--- src/rtl/supGuardPkg.sv ---
package supGuardPkg;

  typedef enum logic [1:0] {
    ST_HOLD  = 2'd0,
    ST_COUNT = 2'd1,
    ST_RUN   = 2'd2
  } supState_e;

  typedef struct packed {
    logic cntClr;
    logic cntInc;
  } ctlStrobe_t;

  localparam int FAULT_BITS = 3;

  // hold-off multiple of the unit for each select code
  function automatic int holdMult(input logic [1:0] sel);
    case (sel)
      2'b00:   return 1;
      2'b01:   return 4;
      2'b10:   return 8;
      default: return 16;
    endcase
  endfunction

  // register bit position of fault source i (0 primary, 1 second, 2 watchdog)
  function automatic int faultPos(input int i);
    case (i)
      0:       return 7;
      1:       return 6;
      default: return 4;
    endcase
  endfunction

endpackage

--- src/rtl/supGuardCtrl.sv ---
module supGuardCtrl
  import supGuardPkg::*;
(
  input  logic       clk,
  input  logic       rstN,
  input  logic       priLow,
  input  logic       msTick,
  input  logic       lastTick,
  output ctlStrobe_t strobe,
  output logic       rstActive
);

  supState_e st, stNext;

  always_comb begin
    stNext        = st;
    strobe.cntClr = 1'b0;
    strobe.cntInc = 1'b0;
    if (priLow) begin
      stNext        = ST_HOLD;
      strobe.cntClr = 1'b1;
    end else begin
      case (st)
        ST_HOLD: begin
          stNext        = ST_COUNT;
          strobe.cntClr = 1'b1;
        end
        ST_COUNT: begin
          if (msTick) begin
            if (lastTick) begin
              stNext        = ST_RUN;
              strobe.cntClr = 1'b1;
            end else begin
              strobe.cntInc = 1'b1;
            end
          end
        end
        default: stNext = ST_RUN;
      endcase
    end
  end

  always_ff @(posedge clk or negedge rstN) begin
    if (!rstN) st <= ST_COUNT;
    else       st <= stNext;
  end

  assign rstActive = priLow | (st != ST_RUN);

  p_hold_on_low_r1: assert property (@(posedge clk) disable iff (!rstN)
    priLow |=> (st == ST_HOLD));

  p_release_on_tick_r2: assert property (@(posedge clk) disable iff (!rstN)
    $fell(rstActive) |-> $past(msTick));

  p_run_stays_r10: assert property (@(posedge clk) disable iff (!rstN)
    (st == ST_RUN && !priLow) |=> (st == ST_RUN));

endmodule

--- src/rtl/supGuardData.sv ---
module supGuardData
  import supGuardPkg::*;
#(
  parameter int UNIT_TICKS = 50
) (
  input  logic       clk,
  input  logic       rstN,
  input  ctlStrobe_t strobe,
  input  logic [1:0] dlySel,
  input  logic       priLow,
  input  logic       secLow,
  input  logic       wdFailPulse,
  input  logic       regWrEn,
  input  logic [7:0] regWrData,
  output logic       lastTick,
  output logic [7:0] faultReg
);

  localparam int MAX_TICKS = 16 * UNIT_TICKS;
  localparam int CNT_W     = $clog2(MAX_TICKS + 1);

  logic [CNT_W-1:0] cnt;
  logic [CNT_W-1:0] limitM1;

  assign limitM1  = CNT_W'(UNIT_TICKS * holdMult(dlySel) - 1);
  assign lastTick = (cnt >= limitM1);

  always_ff @(posedge clk or negedge rstN) begin
    if (!rstN)              cnt <= '0;
    else if (strobe.cntClr) cnt <= '0;
    else if (strobe.cntInc) cnt <= cnt + 1'b1;
  end

  p_no_overflow_r3: assert property (@(posedge clk) disable iff (!rstN)
    cnt < CNT_W'(MAX_TICKS));

  p_restart_r4: assert property (@(posedge clk) disable iff (!rstN)
    strobe.cntClr |=> (cnt == '0));

  logic [FAULT_BITS-1:0] evt;
  logic [FAULT_BITS-1:0] faultQ;

  assign evt = {wdFailPulse, secLow, priLow};

  for (genvar g = 0; g < FAULT_BITS; g++) begin : g_fault
    localparam int POS = faultPos(g);

    always_ff @(posedge clk or negedge rstN) begin
      if (!rstN)        faultQ[g] <= 1'b0;
      else if (evt[g])  faultQ[g] <= 1'b0;
      else if (regWrEn) faultQ[g] <= regWrData[POS];
    end

    p_sticky_r8: assert property (@(posedge clk) disable iff (!rstN)
      (!faultQ[g] && !regWrEn) |=> !faultQ[g]);

    p_event_clear_r8: assert property (@(posedge clk) disable iff (!rstN)
      evt[g] |=> !faultQ[g]);
  end

  always_comb begin
    faultReg = '0;
    for (int i = 0; i < FAULT_BITS; i++) faultReg[faultPos(i)] = faultQ[i];
  end

endmodule

--- src/rtl/supply_guard.sv ---
module supply_guard
  import supGuardPkg::*;
#(
  parameter int UNIT_TICKS = 50
) (
  input  logic       clk,
  input  logic       rstN,
  input  logic       msTick,
  input  logic       priLow,
  input  logic       secLow,
  input  logic [1:0] dlySel,
  input  logic       wdFailPulse,
  input  logic       regWrEn,
  input  logic [7:0] regWrData,
  output logic [7:0] regRdData,
  output logic       sysRst,
  output logic       sysRstN,
  output logic       secFail
);

  ctlStrobe_t strobe;
  logic       lastTick;
  logic       rstActive;

  supGuardCtrl ctrl_i (
    .clk      (clk),
    .rstN     (rstN),
    .priLow   (priLow),
    .msTick   (msTick),
    .lastTick (lastTick),
    .strobe   (strobe),
    .rstActive(rstActive)
  );

  supGuardData #(.UNIT_TICKS(UNIT_TICKS)) data_i (
    .clk        (clk),
    .rstN       (rstN),
    .strobe     (strobe),
    .dlySel     (dlySel),
    .priLow     (priLow),
    .secLow     (secLow),
    .wdFailPulse(wdFailPulse),
    .regWrEn    (regWrEn),
    .regWrData  (regWrData),
    .lastTick   (lastTick),
    .faultReg   (regRdData)
  );

  assign sysRst  = rstActive;
  assign sysRstN = ~rstActive;
  assign secFail = secLow;

endmodule

--- config.mk ---
export PLATFORM = sky130hd
export DESIGN_NAME = supply_guard
export DESIGN_NICKNAME = d
export VERILOG_FILES = /design/src/rtl/supGuardPkg.sv /design/src/rtl/supGuardCtrl.sv /design/src/rtl/supGuardData.sv /design/src/rtl/supply_guard.sv
export SDC_FILE = /design/constraint.sdc
export NUM_CORES = 1
export LEC_CHECK = 0
export BUFFER_PORTS_ARGS = -buffer_cell sky130_fd_sc_hd__buf_4
export CAP_MARGIN = 5
export CORE_MARGIN = 2
export CORE_UTILIZATION = 54
export CTS_BUF_LIST = sky130_fd_sc_hd__clkbuf_8
export DETAILED_ROUTE_END_ITERATION = 10
export PLACE_DENSITY = 0.8
export SETUP_SLACK_MARGIN = 0.1
export SLEW_MARGIN = 0
export SYNTH_ARGS = -nofsm -noshare
export SYNTH_HDL_FRONTEND = slang
export SYNTH_SLANG_ARGS = --single-unit
export TNS_END_PERCENT = 50
--- constraint.sdc ---
create_clock -name clk -period 2.7 [get_ports clk]
set_input_delay 0.27 -clock clk [delete_from_list [all_inputs] [get_ports clk]]
set_output_delay 0.27 -clock clk [all_outputs]
set_load 0.01 [all_outputs]
==> impl_metrics.yaml <==
synth:
  async_flop_share_pct: 100
  synth_cell_types: 29
  synth.cell_area_um2: 1090
  synth-edff-count: 0
  synth_ff_type: "dfrtp_1"
  ys_seq_area_share_pct: 34.7
  synth_cells: 124
  ys_warn_count: 0
  ys_seq_elements: 15
  synth_area_per_cell_um2: 8.76
timing:
  post-route-period-util_pct: 88.2
  final_max_slew_viol_count: 0
  max_freq_mhz: 420
  rsz0062_at_grt: "no"
  fin_skew_ps: 0.679
  finalSetupTns_ps: 0
  setup_viol: 0
  min_period_ps: 2380
  tightest_slew_ps: 512
  slew_headroom_pct: 65.8
  hold_viol_final: 0
cts:
  clk_pin_slew_ps: 60
  clockBufferDepth: 2
  post_cts_resized: 0
  htreeDepth: 1
  post_cts_buffers: 0
  ctsHoldBuffers: 1
  cts_buffers: 3
  cts_tree: "yes"
  clk_latency_ps: 250
  clock-root-buffer: "clkbuf_8"
  cts.sink_count: 15
global_route:
  grt_use_total_pct: 20.8
  grt_util_met1_pct: 24.0
  antenna_found_initial: 0
  grt_pass1_vias: 928
  grt.busiest_layer: "met2"
  grt_use_met2_pct: 38.4
  use_met3_pct: 3.68
  grt_max_degree: 17
  overflow: 0
  grt_first_pass_wirelength_mm: 3.88
setup_path:
  end_kind: "flop"
  crit_required_ps: 2870
  path_max_fanout: 16
  r2r_setup_slack_ps: 370
  r2r-end: "data_i.cnt[2]"
  endpoint: "data_i.cnt[2]"
  r2r_start: "data_i.cnt[3]"
  reg2regPathDepth: 6
  startpoint: "dlySel[1]"
  cp-start-kind: "input pin"
  setup.worst_path.class: "input pin to flop"
  arrival_ps: 2550
status:
  status: "finished clean"
power_and_ir_drop:
  power.leakage_uw: 0.000587
  comb_power_share_pct: 12.9
  clkPwrFrac_pct: 37.7
  p_switching_uw: 115
  p_int_uw: 359
  switching_share_pct: 24.3
  p_per_area_nw_per_um2: 378
  vdd_drop_max_mv: 0.323
  pwr-share-seq_pct: 49.4
layout:
  final_cell_mix: "18 x buf_4, 14 x ha_1, 14 x dfrtp_1, 13 x a21oi_1"
  area_delta_synth_final_pct: 15.4
  mostFrequentLayoutCell: "buf_4"
  fillers: 186
  multi_input_area_um2: 623
  stdcell_area_um2: 1250
  final-instance-count-excl-fill: 167
  fin_nets: 172
  drive_gt1_share_pct: 16.4
  seqCellArea_um2: 377
  final_util_pct: 65.2
  antenna-diode-count: 0
place:
  placed_area_um2: 1200
  io_buffers: 17
  hpwl_mm: 1.71
  dp.cells: 162
  place.gp.congestion: 0.823
min_path:
  hold_class: "input pin to flop"
route:
  wirelength_mm: 2.24
  wire_per_inst_um: 13.4
  post_drt_via_cell_ratio: 5.60
  firstDrtPassIters: 4
  drtAntennaViolNets: 0
  vias: 936
  drt_iter0_markers: 25
  drc: 0
floorplan:
  row_count: 16
  io_pins: 28
  die_x_um: 48.8
  dieArea_um2: 2390
  coreArea_um2: 1920
  start_util_pct: 56.5
  die_h_um: 48.8
job:
  cap_viol_max_count: 0
## per-stage QoR
step / hold slack [ps] / setup slack [ps] / power [uW]
after global routing: 153 / 137 / 501
after detailed placement: 141 / 86.3 / 299
final: 161 / 320 / 474
after floorplan: -25.6 / 434 / 274
after global placement: 136 / 159 / 295
after CTS: 158 / 342 / 480
## worst min-delay path by stage
stage | from | end | slack [ps] | cells after the start
5_1_grt | wdFailPulse | data_i.faultReg[4] | 150 | 2
6_report | wdFailPulse | data_i.faultReg[4] | 160 | 2
4_1_cts | wdFailPulse | data_i.faultReg[4] | 160 | 2
2_1_floorplan | rstN | ctrl_i.st[1] | -30 | 0
3_3_place_gp | rstN | data_i.cnt[7] | 140 | 1
3_5_place_dp | rstN | data_i.cnt[6] | 140 | 1
## worst max-delay path: stages
cell and delay, ps:
buf_4 110, inv_1 140, ha_1 280, ha_1 290, o21ai_0 140, nor2_1 60
o32a_1 510, or4b_1 570, a21oi_1 160
## cells by family (layout without fill, tap and decap cells)
family                     count (synthesis)  in the layout  synth area share [%]
AOI/OAI and AO/OA                         31             31                  16.4
other                                      1              5                 0.345
and+or+nand+nor                           41             41                  20.4
adders and majority gates                 14             14                  16.1
DFF                                       15             15                  34.7
muxes                                      3              3                  2.77
buffers and inverters                     19             31                  9.33
## flip-flops by register name, indices dropped and copies added (netlist names)
register and count:
ctrl_i.st 2, data_i.cnt 10, data_i.faultReg 3
## layer usage
metal	share of wire, %	routed length, um
met1	43	969
met2	52	1180
met3	3.0	68
met4	1.3	29
met5	0	0
## power by group through the flow
| stage | clock network [uW] | logic, uW | registers (uW) |
|---|---|---|---|
| 4_1_cts | 184 | 62.3 | 234 |
| 5_1_grt | 197 | 69.7 | 234 |
| 2_1_floorplan | 0 | 36.4 | 237 |
| 6_report | 178 | 61.3 | 234 |
| 3_3_place_gp | 0 | 57.4 | 238 |
| 3_5_place_dp | 0 | 61.0 | 238 |
## Yosys cell counts, types with 2 or more instances
| master | n | share of area, % |
|---|---|---|
| dfrtp_1 | 14 | 32 |
| ha_1 | 14 | 16 |
| a21oi_1 | 13 | 6.0 |
| nor2_1 | 12 | 4.1 |
| o21ai_0 | 12 | 5.5 |
| or3_1 | 9 | 5.2 |
| inv_1 | 8 | 2.8 |
| buf_4 | 6 | 4.1 |
| nand2_1 | 5 | 1.7 |
| nand4_1 | 5 | 2.9 |
| clkbuf_1 | 4 | 1.4 |
| mux2i_1 | 3 | 2.8 |
| nand3b_1 | 2 | 1.4 |
| nor2b_1 | 2 | 1.2 |
## area by class of cell
type	instances	area share [%]
multi-input cells	94	49.7
flip-flops and latches	15	30.0
repair buffers	19	11.6
clock buffers	3	3.29
well taps	27	2.69
inverters	8	2.40
clock inverters	1	0.299
No activity file was read; power rests on OpenSTA's default activity.
